**config.mk**
```make
export PLATFORM = sky130hd
export DESIGN_NAME = secded_rd_check
export DESIGN_NICKNAME = d
export VERILOG_FILES = /design/src/rtl/secded_pkg.sv /design/src/rtl/secded_syndrome.sv /design/src/rtl/secded_decode.sv /design/src/rtl/secded_err_log.sv /design/src/rtl/secded_rd_check.sv
export SDC_FILE = /design/constraint.sdc
export NUM_CORES = 1
export LEC_CHECK = 0
export CORE_ASPECT_RATIO = 0.75
export CORE_MARGIN = 1.5
export CORE_UTILIZATION = 44
export DETAILED_ROUTE_END_ITERATION = 8
export PLACE_DENSITY = 0.77
export SYNTH_ARGS = -nofsm -noshare
export SYNTH_HDL_FRONTEND = slang
export SYNTH_HIERARCHICAL = 1
export SYNTH_SLANG_ARGS = --single-unit
```
**constraint.sdc**
```tcl
create_clock -name clk -period 1.06 [get_ports clk]
set_input_delay 0.159 -clock clk [delete_from_list [all_inputs] [get_ports clk]]
set_output_delay 0.159 -clock clk [all_outputs]
set_load 0.02 [all_outputs]
```
**src/rtl/secded_pkg.sv**
```systemverilog
package secded_pkg;

   typedef enum logic [1:0] {
      CLS_NONE   = 2'b00,
      CLS_SINGLE = 2'b01,
      CLS_MULTI  = 2'b10
   } err_class_e;

   function automatic int popcnt(input int v, input int bits);
      int n;
      n = 0;
      for (int b = 0; b < bits; b++) n += (v >> b) & 1;
      return n;
   endfunction

   // Column for data bit idx: odd weights from 3 upward, ascending values within a weight.
   function automatic int data_col(input int idx, input int chk_w);
      int n;
      n = 0;
      for (int w = 3; w <= chk_w; w += 2)
         for (int v = 0; v < (1 << chk_w); v++)
            if (popcnt(v, chk_w) == w) begin
               if (n == idx) return v;
               n++;
            end
      return 0;
   endfunction

   function automatic int col_supply(input int chk_w);
      int n;
      n = 0;
      for (int v = 0; v < (1 << chk_w); v++)
         if (popcnt(v, chk_w) >= 3 && popcnt(v, chk_w) % 2 == 1) n++;
      return n;
   endfunction

endpackage

```
**src/rtl/secded_syndrome.sv**
```systemverilog
module secded_syndrome #(
   parameter int DATA_W = 32,
   parameter int CHK_W  = 7
) (
   input  logic [DATA_W-1:0] data_i,
   input  logic [CHK_W-1:0]  chk_i,
   output logic [CHK_W-1:0]  syn_o
);
   logic [CHK_W-1:0] gen_chk;

   for (genvar j = 0; j < CHK_W; j++) begin : g_row
      logic [DATA_W-1:0] row_mask;
      for (genvar i = 0; i < DATA_W; i++) begin : g_bit
         localparam int COL = secded_pkg::data_col(i, CHK_W);
         assign row_mask[i] = ((COL >> j) & 1) == 1;
      end
      assign gen_chk[j] = ^(data_i & row_mask);
   end

   assign syn_o = gen_chk ^ chk_i;
endmodule

```
**src/rtl/secded_decode.sv**
```systemverilog
module secded_decode #(
   parameter int DATA_W = 32,
   parameter int CHK_W  = 7
) (
   input  logic [CHK_W-1:0]  syn_i,
   output logic [DATA_W-1:0] flip_o,
   output logic              chk_hit_o,
   output secded_pkg::err_class_e cls_o
);
   for (genvar i = 0; i < DATA_W; i++) begin : g_match
      localparam logic [CHK_W-1:0] COL = CHK_W'(secded_pkg::data_col(i, CHK_W));
      assign flip_o[i] = (syn_i == COL);
   end

   assign chk_hit_o = $onehot(syn_i);

   always_comb begin
      if (syn_i == '0)                 cls_o = secded_pkg::CLS_NONE;
      else if (|flip_o || chk_hit_o)   cls_o = secded_pkg::CLS_SINGLE;
      else                             cls_o = secded_pkg::CLS_MULTI;
   end
endmodule

```
**src/rtl/secded_err_log.sv**
```systemverilog
module secded_err_log #(
   parameter int ADDR_W = 16
) (
   input  logic              clk,
   input  logic              rst_n,
   input  logic              hit_i,
   input  logic [ADDR_W-1:0] addr_i,
   input  logic [1:0]        cls_i,
   input  logic              clr_i,
   output logic [ADDR_W-1:0] err_addr_o,
   output logic [1:0]        err_type_o,
   output logic              held_o,
   output logic              ovf_o
);
   logic held_eff;
   assign held_eff = held_o && !clr_i;

   always_ff @(posedge clk or negedge rst_n) begin
      if (!rst_n) begin
         err_addr_o <= '0;
         err_type_o <= '0;
         held_o     <= 1'b0;
         ovf_o      <= 1'b0;
      end else begin
         held_o <= held_eff || hit_i;
         ovf_o  <= (ovf_o && !clr_i) || (hit_i && held_eff);
         if (hit_i && !held_eff) begin
            err_addr_o <= addr_i;
            err_type_o <= cls_i;
         end
      end
   end

   a_r10_record_frozen: assert property (@(posedge clk) disable iff (!rst_n)
      held_o && !clr_i |=> $stable(err_addr_o) && $stable(err_type_o));
   a_r11_overflow_sticky: assert property (@(posedge clk) disable iff (!rst_n)
      ovf_o && !clr_i |=> ovf_o);
   a_r11_clear_empties: assert property (@(posedge clk) disable iff (!rst_n)
      clr_i && !hit_i |=> !held_o && !ovf_o);
endmodule

```
**src/rtl/secded_rd_check.sv**
```systemverilog
module secded_rd_check #(
   parameter int DATA_W = 32,
   parameter int CHK_W  = 7,
   parameter int ADDR_W = 16
) (
   input  logic              clk,
   input  logic              rst_n,
   input  logic              in_valid,
   input  logic [DATA_W-1:0] in_data,
   input  logic [CHK_W-1:0]  in_chk,
   input  logic [ADDR_W-1:0] in_addr,
   input  logic              in_rmw,
   input  logic              cfg_corr_en,
   input  logic              cfg_sbe_rpt_en,
   input  logic              cfg_mbe_rpt_en,
   input  logic              clr_status,
   output logic              out_valid,
   output logic [DATA_W-1:0] out_data,
   output logic [1:0]        out_err_class,
   output logic              out_abort,
   output logic              irq_single,
   output logic              irq_multi,
   output logic [ADDR_W-1:0] err_addr,
   output logic [1:0]        err_type,
   output logic              err_held,
   output logic              err_overflow
);
   import secded_pkg::*;

   localparam int COL_SUPPLY = col_supply(CHK_W);

   if (COL_SUPPLY < DATA_W) begin : g_bad_code
      $error("secded_rd_check: too few odd-weight columns for DATA_W");
   end
   if (ADDR_W < 1) begin : g_bad_addr
      $error("secded_rd_check: ADDR_W must be positive");
   end

   logic [CHK_W-1:0]  syn;
   logic [DATA_W-1:0] flip;
   logic              chk_hit;
   err_class_e        cls;
   logic [DATA_W-1:0] fixed_data;
   logic              is_single, is_multi, hit;

   secded_syndrome #(.DATA_W(DATA_W), .CHK_W(CHK_W)) u_syn (
      .data_i(in_data), .chk_i(in_chk), .syn_o(syn));

   secded_decode #(.DATA_W(DATA_W), .CHK_W(CHK_W)) u_dec (
      .syn_i(syn), .flip_o(flip), .chk_hit_o(chk_hit), .cls_o(cls));

   assign is_single  = (cls == CLS_SINGLE);
   assign is_multi   = (cls == CLS_MULTI);
   assign hit        = in_valid && (cls != CLS_NONE);
   assign fixed_data = (cfg_corr_en && is_single) ? (in_data ^ flip) : in_data;

   always_ff @(posedge clk or negedge rst_n) begin
      if (!rst_n) begin
         out_valid     <= 1'b0;
         out_data      <= '0;
         out_err_class <= CLS_NONE;
         out_abort     <= 1'b0;
         irq_single    <= 1'b0;
         irq_multi     <= 1'b0;
      end else begin
         out_valid  <= in_valid;
         out_abort  <= in_valid && is_multi && !in_rmw;
         irq_single <= in_valid && is_single && cfg_sbe_rpt_en;
         irq_multi  <= in_valid && is_multi && cfg_mbe_rpt_en;
         if (in_valid) begin
            out_data      <= fixed_data;
            out_err_class <= cls;
         end
      end
   end

   secded_err_log #(.ADDR_W(ADDR_W)) u_log (
      .clk(clk), .rst_n(rst_n), .hit_i(hit), .addr_i(in_addr), .cls_i(cls),
      .clr_i(clr_status), .err_addr_o(err_addr), .err_type_o(err_type),
      .held_o(err_held), .ovf_o(err_overflow));

   a_r1_latency: assert property (@(posedge clk) disable iff (!rst_n)
      in_valid |=> out_valid);
   a_r1_no_spurious: assert property (@(posedge clk) disable iff (!rst_n)
      !in_valid |=> !out_valid);
   a_r3_clean_passes: assert property (@(posedge clk) disable iff (!rst_n)
      in_valid && syn == '0 |=> out_data == $past(in_data) && out_err_class == 2'b00);
   a_r4_single_flip: assert property (@(posedge clk) disable iff (!rst_n)
      in_valid |-> $onehot0(flip));
   a_r5_chk_fault_keeps_data: assert property (@(posedge clk) disable iff (!rst_n)
      in_valid && chk_hit |=> out_data == $past(in_data));
   a_r8_abort_plain_read: assert property (@(posedge clk) disable iff (!rst_n)
      out_abort |-> out_valid && out_err_class == 2'b10 && !$past(in_rmw));
   a_r9_irq_with_valid: assert property (@(posedge clk) disable iff (!rst_n)
      (irq_single || irq_multi) |-> out_valid && out_err_class != 2'b00);
endmodule

```
## Word level (Yosys, flattened, before mapping)

Index checks and enable logic that the tools add are counted.

| word-level totals | value |
|---|---|
| input port bits | 63 |
| RAM bits | 0 |
| word-level logic and storage cells | 83 |
| bits in read-only memories | 0 |
| latch bits | 0 |
| bits in registers | 58 |
| output and inout port bits | 58 |
| memories kept | 0 |

| cells by class | value |
|---|---|
| bitwise logic cells | 2 |
| divide/modulo/power cells | 0 |
| shifts and indexed selects | 0 |
| $add $sub $neg | 6 |
| equality and inequality tests | 35 |
| $mul | 0 |
| order comparisons | 0 |
| reductions and logical operators | 27 |
| multiplexer cells | 3 |

Operators by type and width:

| cell | count |
|---|---|
| 32-bit parity | 7 |
| 7-bit == test, second input constant | 12 |
| 7-bit by 6-bit == test with 1-bit output, second input constant | 10 |
| 7-bit by 5-bit == test with 1-bit output, second input constant | 6 |
| 32-bit 2-to-1 mux | 1 |
| 32-bit OR reduction | 1 |
| 32-bit XOR | 1 |
| 7-bit by 4-bit == test with 1-bit output, second input constant | 3 |
| 1-bit logical AND | 11 |
| 7-bit by 3-bit == test with 1-bit output, second input constant | 1 |
| 7-bit logical NOT | 1 |
| 7-bit XOR | 1 |
| 1-bit by 1-bit adder with 2-bit output | 3 |
| 3-bit adder | 2 |
| 2-bit 2-to-1 mux | 2 |
| 3-bit by 1-bit adder with 3-bit output | 1 |
| 3-bit by 1-bit == test with 1-bit output, second input constant | 1 |
| 1-bit logical NOT | 3 |
| 1-bit logical OR | 3 |
| 2-bit by 1-bit == test with 1-bit output, second input constant | 1 |
| 2-bit == test, second input constant | 1 |
| 2-bit nonzero test | 1 |

## Logic depth before layout (Yosys ltp)

| depth | value |
|---|---|
| word-level depth | 13 |
| gate-level depth with buffers | 21 |
| gate-level depth less buffers | 16 |

## Modules after synthesis

Netlist, hierarchy kept.

By module, submodules not included:

| module | cells each | area an instance (um^2) | instances | seq. area each (um^2) |
|---|---|---|---|---|
| secded_rd_check | 190 | 1984.4 | 1 | 950.9 |
| secded_decode | 126 | 814.5 | 1 | 0.0 |
| secded_err_log | 44 | 802.0 | 1 | 500.5 |
| secded_syndrome | 57 | 775.7 | 1 | 0.0 |

## Worst setup path before layout

OpenSTA, ideal clock, no wires.

| path | value |
|---|---|
| path kind | input to register |
| start point | input in_data[15] |
| end point | register u_log.err_addr_o[0] |
| data arrival time | 5077 ps |
| library setup time | 125 ps |
| buffers on the path | 5 |
| stages | 21 |
| slack | -4142 ps |
| cells stage by stage | xnor3_1 > xnor3_1 > xnor3_1 > buf_2 > buf_4 > inv_1 > fa_1 > fa_1 > inv_1 > fa_1 > fa_1 > nor3b_1 > nor2_1 > and4b_1 > a21oi_1 > buf_4 > clkbuf_4 > o21a_1 > nand2_4 > buf_12 > mux2_4 |

| between the ends | value |
|---|---|
| word-level cells in the longest chain between the ends | 12 |
| elaborated cells on any way between the ends | 50 |
| classes of those cells | add/sub: 5; eq/ne: 33; mux: 2; bitwise: 1; reduce/logical: 9 |

RTL lines:

| element | line | text |
|---|---|---|
| start: declaration | secded_rd_check.sv:9 | `input logic [DATA_W-1:0] in_data,` |
| 32-bit parity | secded_syndrome.sv:17 | `assign gen_chk[j] = ^(data_i & row_mask);` |
| 7-bit XOR | secded_syndrome.sv:20 | `assign syn_o = gen_chk ^ chk_i;` |
| named net syn[3] | secded_rd_check.sv:39 | `logic [CHK_W-1:0] syn;` |
| 1-bit by 1-bit adder with 2-bit output (not written as such) | secded_decode.sv:15 | `assign chk_hit_o = $onehot(syn_i);` |
| 3-bit adder (not written as such) (2 in series) | secded_decode.sv:15 |  |
| 3-bit by 1-bit == test with 1-bit output | secded_decode.sv:15 |  |
| named net chk_hit | secded_rd_check.sv:41 | `logic chk_hit;` |
| 1-bit logical OR | secded_decode.sv:19 | `else if (\|flip_o \|\| chk_hit_o) cls_o = secded_pkg::CLS_SINGLE;` |
| 2-bit 2-to-1 mux | secded_decode.sv:19 |  |
| 2-bit 2-to-1 mux | secded_decode.sv:18 | `if (syn_i == '0) cls_o = secded_pkg::CLS_NONE;` |
| named net cls[0] | secded_rd_check.sv:42 | `err_class_e cls;` |
| 2-bit nonzero test | secded_rd_check.sv:54 | `assign hit = in_valid && (cls != CLS_NONE);` |
| 1-bit logical AND | secded_rd_check.sv:54 |  |
| named net hit | secded_rd_check.sv:44 | `logic is_single, is_multi, hit;` |
| 1-bit logical AND | secded_err_log.sv:27 | `if (hit_i && !held_eff) begin` |
| end signal: assignment | secded_err_log.sv:28 | `err_addr_o <= addr_i;` |
| end: declaration | secded_err_log.sv:10 | `output logic [ADDR_W-1:0] err_addr_o,` |

The timed path passes the listed nets, and every way through them passes these cells.
A chain may end at the register's enable or synchronous reset.

## Worst setup path after layout

| path | value |
|---|---|
| start point | input in_data[4] |
| end point | register u_log.err_addr_o[10] |

Same word-level chain as after synthesis.

==> flow_metrics.tcl <==
set metrics [dict create \
    status "complete, but fails checks" \
    violations "setup timing" \
    worstReg2RegStart "u_log/held_o" \
    critPathKind "input pin to register" \
    n_antenna_cell 0 \
    synthArstFlopShare_pct 100 \
    fin_nets 718 \
    die_y_um 89.4 \
    sw_frac_of_total_pct 43.7 \
    crit_family "adder cells" \
    period_needed_ns 4.50 \
    crit_buf_inv 3 \
    relSlewSlack_pct 76.6 \
    clock_sinks 58 \
    crit_slowest_cell "fa_1" \
    finalHoldViolCount 0 \
    p_switching_mw 12.5 \
    antenna_found_initial 0 \
    dr.pass1.iters 5 \
    setup_viol_count_final 60 \
    hold_path_class "input pin to register" \
    boundaryPins 121 \
    insertion_delay_ns 0.33 \
    r2r_slack_ns -0.14 \
    path_cells "dlygate4sd2_1 -> xnor3_1 -> xnor3_1 -> inv_2 -> fa_1 -> fa_1 -> inv_1 -> fa_2 -> fa_1 -> nor3b_2 -> nor2_1 -> and4b_2 -> and3b_2 -> o21a_4 -> nand2_4 -> mux2_2" \
    synthesis.nets 488 \
    cts.clk_slew.worst_paths_ns 0.05 \
    cp_max_fo 5 \
    fillers 665 \
    cp.arrival_ns 4.71 \
    required_ns 1.27 \
    synth_edf_count 0 \
    die_width_um 118 \
    fmax_ghz 0.222 \
    yosysSeqAreaShare_pct 33.2 \
    clock_skew_ns 0.00440 \
    cts_made_buffers 9 \
    port_buffers 120 \
    layout-area-overhead-vs-synth_pct 57.7 \
    comb_power_share_pct 77.5 \
    grt_usage_pct 29.7 \
    grt_max_degree 59 \
    regToRegEndpoint "u_log/err_addr_o[6]" \
    start_kind "input pin" \
    wl_per_cell_um 20.4 \
    setup.worst_path.end "u_log/err_addr_o[10]" \
    grt_overflow_total 0 \
    critPathCaptureType "register" \
    gp_congestion 0.985 \
    pwr-share-clk_pct 11.1 \
    final_util_pct 71.4 \
    synth_seq_cells 58 \
    rsz0062_at_grt "true" \
    ant_nets 0 \
    rows 31 \
    cp_common_cell "fa_1" \
    viasPerCell 5.48 \
    dp_hpwl_um 10500 \
    cpPeakStageDelay_ns 0.51 \
    worst_slew_pin_slew_ns 0.348 \
    cts_htree_levels 3 \
    startpoint "in_data[4]" \
    pwr-share-seq_pct 11.4 \
    post-place-ws_ns -4.29 \
    drc 0 \
    leakage_nw 3.19 \
    cts_tree "built" \
    period_share_pct 425 \
    grt_pass1_wl_um 23400 \
    peakVddDrop_mv 2.47 \
    clock-root-buffer "clkbuf_16" \
    start_util_pct 45.3 \
    syn-instance-count 417 \
    fin_ws_ns -3.44 \
    p_int_mw 16.1 \
    yosysWarningCount 6 \
    drv_cap 0 \
    drive_above_1_share_pct 43.1 \
    powerDensity_mw_per_mm2 4140 \
    cp.depth 16 \
    slew_violations 0 \
    die_area_mm2 0.0106 \
    synth_area_mm2 0.00438 \
    ys_types 56 \
    synth_area_per_cell_um2 10.5 \
    ff2ff_path_depth 3 \
    clock_path_buffers 2 \
    grt_pass1_vias 4157 \
    finalPower_mw 28.6 \
    wirelength_um 16000 \
    dr.first_iter.drc_count 355 \
    vias 4294 \
    core_area_mm2 0.00966 \
    synthFlopType "dfrtp_1" \
]
## per-layer routing
layer,wire length [µm],up-vias,GRT usage (%)
li1,-,1902,-
met5,0,-,0
met1,6430,2094,37.3
met4,497,0,10.5
met3,1460,53,10.3
met2,7630,245,48.4
## logic make-up (layout without fill, tap and decap cells)
group,after synthesis,after routing,share of synthesized area (%)
adders and majority gates,8,8,2.97
muxes,24,24,6.95
buffers and inverters,39,271,5.77
DFF,58,58,33.2
AOI/OAI and AO/OA,49,49,6.46
and+or+nand+nor,147,150,20.0
xor gates and xnor gates,92,92,24.7
## flip-flops by register name (all words and copies together), names as in the netlist
name,count
out_valid,1
out_err_class,2
out_data,32
u_log/err_addr_o,16
irq_multi,1
u_log/err_type_o,2
irq_single,1
u_log/held_o,1
u_log/ovf_o,1
out_abort,1
## worst min-delay path by stage
stage	cells past startpoint	endpoint	from
2_1_floorplan	0	irq_multi	rst_n
3_3_place_gp	2	out_valid	rst_n
3_5_place_dp	2	irq_multi	rst_n
4_1_cts	2	out_valid	in_valid
5_1_grt	2	out_valid	in_valid
6_report	2	out_valid	in_valid
## what timing repair did
action | CTS | global route
hold buffers | 1 | 0
resized for setup | 349 | 44
buffers inserted | 10 | 14
endpoints found under the hold margin | 58 | 0
gates cloned | 2 | 1
pin swaps | 21 | 4
setup endpoints to repair | 115 | 75
## stage by stage
stage / area [µm²] / instances / setup TNS (ns) / hold slack, ns
2_1_floorplan: 4410 / 417 / -195.00 / -0.137
3_3_place_gp: 6370 / 740 / -230.97 / 0.180
3_5_place_dp: 6370 / 740 / -237.11 / 0.189
4_1_cts: 6690 / 769 / -186.46 / 0.260
5_1_grt: 6900 / 784 / -198.89 / 0.271
6_report: 6900 / 784 / -190.73 / 0.268
## synth_stat cells (all sizes together), types with 2 or more instances
library cell  number  area [µm²]
ha                 4        50.1
a21oi             36         180
xor2              39         342
a31oi              2        12.5
nor2b              2        12.5
nand2b             5        38.8
dfrtp             58        1450
o21a               2        15.0
nand4b            32         280
fa                 4        80.1
mux2              21         274
or2b               2        15.0
nand3b             4        30.0
or3b               2        17.5
and4               2        17.5
buf               21         181
nor2              63         236
xnor3             19         428
nand4              2        12.5
clkbuf            10        41.3
nor4bb             3        30.0
and3               2        12.5
inv                8        30.0
xnor2             33         289
and4b              3        30.0
nor3               3        15.0
nand3              5        25.0
mux2i              3        30.0
nand2             10        45.0
## layout make-up
class / instances / area (µm²) / share of cell area, %
tap: 132 / 165 / 2.39
sequential: 58 / 1450 / 21.1
multi-input combinational: 323 / 2960 / 42.8
clock inverter: 5 / 77.6 / 1.12
inverter: 8 / 32.5 / 0.471
timing repair buffer: 247 / 1970 / 28.6
clock buffer: 11 / 243 / 3.52
## power by group through the flow
stage | logic, mW | clock network [mW] | registers [mW]
5_1_grt | 23.3 | 3.30 | 3.30
4_1_cts | 20.8 | 3.18 | 3.23
3_5_place_dp | 18.5 | 0 | 3.25
6_report | 22.2 | 3.16 | 3.26
2_1_floorplan | 13.5 | 0 | 3.90
3_3_place_gp | 18.0 | 0 | 3.22
## placed cells by master, fill, tap and decap left out, types with 11 or more instances in the layout
master / synthesis / routed
a21oi_1: 36 / 30
nand4b_1: 32 / 32
dlygate4sd2_1: 0 / 13
clkdlybuf4s50_1: 0 / 27
buf_4: 5 / 125
mux2_4: 10 / 17
xnor2_1: 33 / 20
nor2_1: 63 / 63
xnor2_2: 0 / 11
buf_6: 8 / 14
xnor3_1: 19 / 18
dfrtp_1: 58 / 56
buf_2: 6 / 50
xor2_1: 39 / 35
Note: power is estimated with default switching activity, not from simulation.
